$ cat src/rtl/dbsad_pkg.sv
package dbsad_pkg;
  localparam int LANE_W = 128;
  localparam int SB_W   = 64;
  localparam int WORD_W = 16;
  localparam int BYTE_W = 8;
  localparam int DW_W   = 32;

  // Absolute difference of two unsigned bytes
  function automatic logic [7:0] absdiff8(input logic [7:0] x, input logic [7:0] y);
    return (x > y) ? (x - y) : (y - x);
  endfunction

  // Sum of four byte-wise absolute differences, zero-extended to a word
  function automatic logic [15:0] sad4(input logic [31:0] grp, input logic [31:0] win);
    logic [9:0] acc;
    acc = '0;
    for (int n = 0; n < 4; n++) begin
      acc = acc + {2'b00, absdiff8(grp[n*8 +: 8], win[n*8 +: 8])};
    end
    return {6'd0, acc};
  endfunction

  // Pick one of four dwords of a lane
  function automatic logic [31:0] pick_dword(input logic [127:0] lane, input logic [1:0] sel);
    case (sel)
      2'd0:    return lane[31:0];
      2'd1:    return lane[63:32];
      2'd2:    return lane[95:64];
      default: return lane[127:96];
    endcase
  endfunction
endpackage

$ cat src/rtl/dbsad_lane_shuffle.sv
module dbsad_lane_shuffle
  import dbsad_pkg::*;
(
  input  logic [LANE_W-1:0] lane_in,
  input  logic [7:0]        ctrl,
  output logic [LANE_W-1:0] lane_out
);
  for (genvar k = 0; k < 4; k++) begin : g_dw
    assign lane_out[k*DW_W +: DW_W] = pick_dword(lane_in, ctrl[2*k +: 2]);
  end
endmodule

$ cat src/rtl/dbsad_superblock.sv
module dbsad_superblock
  import dbsad_pkg::*;
(
  input  logic [SB_W-1:0] a_blk,
  input  logic [SB_W-1:0] t_blk,
  output logic [SB_W-1:0] sad_blk
);
  // word w: fixed group (low for w<2, high otherwise) vs window at byte offset w
  for (genvar w = 0; w < 4; w++) begin : g_word
    logic [DW_W-1:0] grp;
    logic [DW_W-1:0] win;
    assign grp = (w < 2) ? a_blk[31:0] : a_blk[63:32];
    assign win = t_blk[w*BYTE_W +: DW_W];
    assign sad_blk[w*WORD_W +: WORD_W] = sad4(grp, win);
  end
endmodule

$ cat src/rtl/dbsad_mask_stage.sv
module dbsad_mask_stage
  import dbsad_pkg::*;
#(
  parameter int WORDS = 16,
  localparam int W = WORDS * WORD_W
) (
  input  logic [W-1:0]     res,
  input  logic [W-1:0]     old,
  input  logic [WORDS-1:0] mask,
  input  logic             mask_en,
  input  logic             zero_mode,
  output logic [W-1:0]     merged
);
  for (genvar j = 0; j < WORDS; j++) begin : g_w
    logic take;
    assign take = !mask_en || mask[j];
    assign merged[j*WORD_W +: WORD_W] = take      ? res[j*WORD_W +: WORD_W] :
                                        zero_mode ? '0 : old[j*WORD_W +: WORD_W];
  end
endmodule

$ cat src/rtl/dbsad_unit.sv
module dbsad_unit
  import dbsad_pkg::*;
#(
  parameter int VL     = 256,
  parameter int MAX_VL = 512,
  localparam int LANES = VL / LANE_W,
  localparam int SBS   = VL / SB_W,
  localparam int KL    = VL / WORD_W
) (
  input  logic              clk,
  input  logic              rst_n,
  input  logic              in_valid,
  input  logic [VL-1:0]     src_a,
  input  logic [VL-1:0]     src_b,
  input  logic [7:0]        shuf_ctrl,
  input  logic [KL-1:0]     wmask,
  input  logic              mask_en,
  input  logic              zero_mode,
  input  logic [VL-1:0]     old_dst,
  output logic              out_valid,
  output logic [MAX_VL-1:0] dst
);
  if (!(VL == 128 || VL == 256 || VL == 512) || MAX_VL < VL) begin : g_bad_vl
    $error("dbsad_unit: unsupported VL/MAX_VL");
  end

  logic [VL-1:0] shuf_vec;
  logic [VL-1:0] sad_vec;
  logic [VL-1:0] masked_vec;

  for (genvar l = 0; l < LANES; l++) begin : g_lane
    dbsad_lane_shuffle u_shuf (
      .lane_in  (src_b[l*LANE_W +: LANE_W]),
      .ctrl     (shuf_ctrl),
      .lane_out (shuf_vec[l*LANE_W +: LANE_W])
    );
  end

  for (genvar s = 0; s < SBS; s++) begin : g_sb
    dbsad_superblock u_sb (
      .a_blk   (src_a[s*SB_W +: SB_W]),
      .t_blk   (shuf_vec[s*SB_W +: SB_W]),
      .sad_blk (sad_vec[s*SB_W +: SB_W])
    );
  end

  dbsad_mask_stage #(.WORDS(KL)) u_mask (
    .res       (sad_vec),
    .old       (old_dst),
    .mask      (wmask),
    .mask_en   (mask_en),
    .zero_mode (zero_mode),
    .merged    (masked_vec)
  );

  always_ff @(posedge clk or negedge rst_n) begin
    if (!rst_n) begin
      out_valid <= 1'b0;
      dst       <= '0;
    end else begin
      out_valid <= in_valid;
      if (in_valid) dst <= MAX_VL'(masked_vec);
    end
  end
endmodule

$ cat config.mk
export PLATFORM = sky130hd
export DESIGN_NAME = dbsad_unit
export DESIGN_NICKNAME = d
export VERILOG_FILES = /design/src/rtl/dbsad_pkg.sv /design/src/rtl/dbsad_lane_shuffle.sv /design/src/rtl/dbsad_superblock.sv /design/src/rtl/dbsad_mask_stage.sv /design/src/rtl/dbsad_unit.sv
export SDC_FILE = /design/constraint.sdc
export NUM_CORES = 2
export LEC_CHECK = 0
export BUFFER_PORTS_ARGS = -buffer_cell sky130_fd_sc_hd__buf_2
export CAP_MARGIN = 30
export CORE_MARGIN = 5
export CORE_UTILIZATION = 25
export CTS_CLUSTER_SIZE = 14
export DETAILED_ROUTE_END_ITERATION = 8
export SYNTH_ARGS = -nofsm -noshare
export SYNTH_HDL_FRONTEND = slang
export SYNTH_SLANG_ARGS = --single-unit
$ cat constraint.sdc
create_clock -name clk -period 1.9 [get_ports clk]
set_clock_uncertainty 0.2 [all_clocks]
set_input_delay 0.38 -clock clk [delete_from_list [all_inputs] [get_ports clk]]
set_output_delay 0.38 -clock clk [all_outputs]
set_load 0.02 [all_outputs]
# == After elaboration in Yosys (flattened, before gate mapping) ==
# Index checks and enable logic that the tools add are counted.
# Widths: inputs -> output; s select.
# op_classes
addsub,176
n_lt_le_gt_ge,64
n_eq_ne,8
mux,104
reduce_logical,21
# ops
cell,count
$sub 8x8->8,128
$gt 8x8->1,64
$mux 16,32
$mux 8,64
$pmux 32 s3,4
$add 10x8->10,32
$pmux 24 s3,4
$add 8x8->9,16
$logic_or 1x1->1,16
$eq 2x1->1 const B,4
$eq 2x2->1 const B,4
$logic_not 2->1,4
$logic_not 1->1,1
# word_totals
reg_bits,257
inputBits,797
output_inout_bits,513
word_cells,375

# == Depth between registers and ports, before layout ==
# depth
depth_word,8
depth_mapped,25
ltp_nobuf,22

# == Modules after synthesis ==
# A second synthesis with hierarchy kept.
# unflattened
hier_cells,8092
area_unflattened_um2,75827.7
# by_module_without_submodules
mod,n_inst,cells_per_inst,area_each_um2,seq_area_each_um2
dbsad_superblock (g_sb[0].u_sb),1,1653,13198.9,0.0
dbsad_superblock (g_sb[1].u_sb),1,1578,13101.3,0.0
dbsad_superblock (g_sb[3].u_sb),1,1598,13013.7,0.0
dbsad_superblock (g_sb[2].u_sb),1,1564,12869.8,0.0
dbsad_unit,1,798,11544.8,6431.2
dbsad_lane_shuffle,2,156,3258.1,0.0
dbsad_mask_stage,1,589,5582.9,0.0

# == Worst setup path after synthesis ==
# No wires, ideal clock.
# synth_path
path_kind,input-to-reg
start,input port shuf_ctrl[0]
end,register dst[8]
setup_time_ns,0.141
arrival_ns,6.059
required_time_ns,1.559
path_slack_ns,-4.500
path_stages,23
path_buffers,3
path_cell_list,buf_2 -> buf_2 -> mux4_2 -> ha_1 -> fa_1 -> and2b_1 -> o2111ai_2 -> a41oi_4 -> mux2_4 -> xor2_1 -> ha_1 -> or4_1 -> o21ai_0 -> o21ba_2 -> xor2_1 -> fa_1 -> ha_1 -> clkbuf_1 -> a2111oi_0 -> o211ai_1 -> a21o_1 -> nand3_1 -> a31oi_1
# synth_between
elab_chain_cells,8
elab_cells_between_ends,24
cone_classes,add/sub (11); order compare (4); eq/ne (2); mux (6); reduce/logical (1)
# synth_rtl
item,line,text
start: declaration,dbsad_unit.sv:15,"input logic [7:0] shuf_ctrl,"
$eq 2x2->1 (tied with other cells),dbsad_pkg.sv:25,case (sel)
$pmux 32 s3 *,dbsad_pkg.sv:25,
$sub 8x8->8 or $gt 8x8->1 (tied branches),dbsad_pkg.sv:10,return (x > y) ? (x - y) : (y - x);
$mux 8,dbsad_pkg.sv:10,
$add 8x8->9,dbsad_pkg.sv:18,"acc = acc + {2'b00, absdiff8(grp[n*8 +: 8], win[n*8 +: 8])};"
$add 10x8->10,dbsad_pkg.sv:18,
$add 10x8->10 *,dbsad_pkg.sv:18,
$mux 16 *,dbsad_mask_stage.sv:17,assign merged[j*WORD_W +: WORD_W] = take ? res[j*WORD_W +: WORD_W] :
end signal: assignment,dbsad_unit.sv:62,if (in_valid) dst <= MAX_VL'(masked_vec);
end: declaration,dbsad_unit.sv:21,output logic [MAX_VL-1:0] dst
# Mark *: on every way between the ends. The rest lies on a longest branch, timed or not.
# A chain may end at the register's enable or synchronous reset.

# == Worst setup path after layout ==
# layout_path
start,input port shuf_ctrl[0]
end,register dst[24]
# layout_between
elab_chain_cells,8
elab_cells_between_ends,20
cone_classes,add/sub (9); order compare (3); eq/ne (2); mux (5); reduce/logical (1)
# layout_rtl
item,line
$eq 2x2->1 (tied with other cells),dbsad_pkg.sv:25
$pmux 32 s3 *,dbsad_pkg.sv:25
$sub 8x8->8 or $gt 8x8->1 (tied branches),dbsad_pkg.sv:10
$mux 8,dbsad_pkg.sv:10
$add 8x8->9,dbsad_pkg.sv:18
$add 10x8->10 * (2 in series),dbsad_pkg.sv:18
$mux 16 *,dbsad_mask_stage.sv:17
# Marked as above.

==> flow_summary.json <==
{
  "status": "finished with violations",
  "violations": "negative setup slack",
  "design_area_sq_um": 120000,
  "stdcell_count": 17000,
  "p_leak_nw": 59.6,
  "cts_sinks": 257,
  "first_global_vias": 83600,
  "drive_gt1_frac": 0.462,
  "syn_to_final_growth_pct": 63.3,
  "r2r_start": "dst[9]",
  "grt_max_degree": 83,
  "crit_chain": "buf_16, buf_12, mux4_2, ha_4, fa_2, nor2b_4, o2111ai_4, a31oi_4, buf_6, mux2i_2, xor2_1, ha_1, or4_1, o21ai_1, o21ba_4, xor2_4, fa_1, ha_4, a2111oi_4, o211ai_1, a21o_1, nand3_2, a31oi_1",
  "tritoncts": "done",
  "synth-edff-count": 0,
  "port_buffers": 1053,
  "io_pins": 1310,
  "ys_top_cells_by_area": "ha_1 (21%), dfrtp_1 (8.8%), fa_1 (7.9%)",
  "r2r-end": "dst[9]",
  "crit_end": "dst[24]",
  "max_stage_delay_ns": 0.69,
  "synth_top_area_frac": 0.213,
  "vdd_drop_max_mv": 2.33,
  "r2r_cells": 5,
  "wl_met1_mm": 191,
  "num-nets-final": 15300,
  "fin_crit_ns": 5.71,
  "crit_arrival_ns": 6.06,
  "gp_congestion": 1.04,
  "finalSetupViolCount": 184,
  "maxUsedRoutingLayer": "met5",
  "dieArea_sq_um": 304000,
  "wl_met2_mm": 181,
  "ys_ff_latch": 257,
  "syn_area_sq_um": 73300,
  "synth_common_cells": "ha_1 (1248), inv_1 (847), a21oi_1 (626)",
  "synth_xor_area_frac": 0.0537,
  "synth.distinct_cells": 88,
  "final.fill_count": 29100,
  "swShare": 0.477,
  "path_class": "in -> reg",
  "rsz0062_at_grt": "true",
  "seqPwrFrac": 0.037,
  "post-place-cells": 16300,
  "hold_path.class": "in -> reg",
  "min_period_over_period": 3.01,
  "yosys.area_share.simple": 0.112,
  "intPower_mw": 124,
  "crit_slowest_cell": "mux4_2",
  "yosysMostFrequentCell": "ha_1",
  "start_kind": "input pin",
  "clkPwrFrac": 0.033,
  "initial_core_util": 0.252,
  "place_hpwl_mm": 393,
  "cp_num_buf_inv": 3,
  "wl_mm": 449,
  "cp.required_ns": 2.24,
  "pwr-share-comb": 0.930,
  "muxShareOfSynthArea": 0.128,
  "antenna_found_initial": 138,
  "r2r_slack_ns": 0.32,
  "die_height_um": 552,
  "core_sq_um": 292000,
  "yosys.area.top_type": "ha_1",
  "synth_compound_area_frac": 0.229,
  "post_dp_cell_area_sq_um": 108000,
  "worst_slew_pin_slew_ns": 0.727,
  "drc": 0,
  "maxSlewHeadroom": 0.512,
  "preCtsSetupSlack_ns": -4.82,
  "synth_area_per_cell_sq_um": 8.64,
  "drt.antenna.violating_nets": 0,
  "ys_seq_area_frac": 0.0877,
  "crit_family": "adder cells",
  "insertion_delay_ns": 0.67,
  "async_flop_share": 1.00,
  "overflow": 0,
  "finalHoldViolations": 0,
  "synth_top_family_by_area": "adder cells",
  "drv_cap": 0,
  "wl_met3_mm": 53.4,
  "final.setup.worst_slack_ns": -3.81,
  "final_util": 0.411,
  "p_per_area_nw_per_um2": 1980,
  "htree_levels": 2,
  "ys_warn_count": 0,
  "synthFlopType": "dfrtp_1",
  "wl_per_cell_um": 26.4,
  "rows": 198,
  "cp-startpoint": "shuf_ctrl[0]",
  "drt_pass1_iterations": 6,
  "vias": 85300,
  "viasPerCell": 5.02,
  "synthAdderAreaFrac": 0.291,
  "switchingPower_mw": 113,
  "drv_slew": 0,
  "cp-end-kind": "flop",
  "clkTransAtPathRegs_ns": 0.06,
  "synth_cells": 8493,
  "drtIter0Drc": 7747,
  "timing.fmax_mhz": 175,
  "clockBufferDepth": 3,
  "cp_common_cell": "ha_4",
  "grt_pass1_wl_mm": 608,
  "die_w_um": 552,
  "track_usage": 0.279,
  "cts_buffers": 37,
  "critPathMaxFanout": 5,
  "root_buffer": "clkbuf_16",
  "path_depth": 23,
  "tns_ns": -494.58
}
## routing by layer
layer / global-route usage / up-vias
li1: - / 39200
met1: 0.380 / 41300
met2: 0.404 / 4036
met3: 0.0911 / 716
met4: 0.114 / 68
met5: 0 / -
## through the flow
stage | power [mW] | hold slack, ns
5_1_grt | 255 | 0.0598
2_1_floorplan | 117 | -0.116
6_report | 238 | 0.0685
4_1_cts | 222 | 0.00257
3_5_place_dp | 194 | 0.147
3_3_place_gp | 193 | 0.144
## flip-flops by register name, indices dropped and copies added, names as in the netlist
name       cells
dst          256
out_valid      1
## final cells by class
type,count,area (sq um),area share
timing repair buffer,4866,37100,0.310
antenna,84,210,0.00175
tap,3900,4880,0.0407
multi-input combinational,6972,66800,0.557
sequential,257,6430,0.0537
clock buffer,45,1010,0.00841
inverter,847,3200,0.0267
clock inverter,20,234,0.00195
## power groups by stage
stage	logic, mW	clock network [mW]	registers [mW]
floorplan	106	0	10.7
global placement	184	0	8.85
detailed placement	185	0	8.84
CTS	205	8.02	8.79
global route	238	8.13	9.00
finish	221	7.77	8.80
## cells by family (layout without fill, tap and decap cells)
group                      after synthesis  count (layout)
AOI/OAI and AO/OA                     2463            2463
and+or+nand+nor                       1619            1619
adders and majority gates             1536            1536
buffers and inverters                 1519            5778
muxes                                  649             649
xor gates and xnor gates               449             449
DFF                                    257             257
other                                    1             340
## worst min-delay path, stage by stage
cell and delay (ns):
buf_2 0.16, o31ai_1 0.14, o221ai_1 0.17, nor2_1 0.05
## what timing repair did
item	in CTS	in global routing
setup buffers	166	111
gates cloned	7	1
pin swaps	384	413
endpoints found under the hold margin	499	0
setup endpoints to repair	217	205
resized for setup	630	411
hold buffers	260	0
## cell usage in the layout (no fill, tap or decap), types with 243 or more instances in the layout
master	n
o21ai_0	332
dfrtp_1	257
a31oi_1	251
ha_1	1027
nand2_1	388
dlygate4sd3_1	260
xor2_1	243
buf_2	1042
nor2_1	405
inv_1	783
conb_1	256
a21oi_1	561
a21o_1	361
buf_4	3282
mux2i_1	333
## how the worst min path moves through the flow
stage / startpoint / to / slack [ns] / cells past startpoint
floorplan: rst_n / dst[0] / -0.12 / 0
global placement: rst_n / dst[190] / 0.14 / 1
detailed placement: rst_n / dst[190] / 0.15 / 1
CTS: wmask[9] / dst[149] / 0.003 / 5
global route: old_dst[245] / dst[245] / 0.06 / 4
finish: wmask[14] / dst[233] / 0.07 / 4
Note: power is estimated with default switching activity, not from simulation.
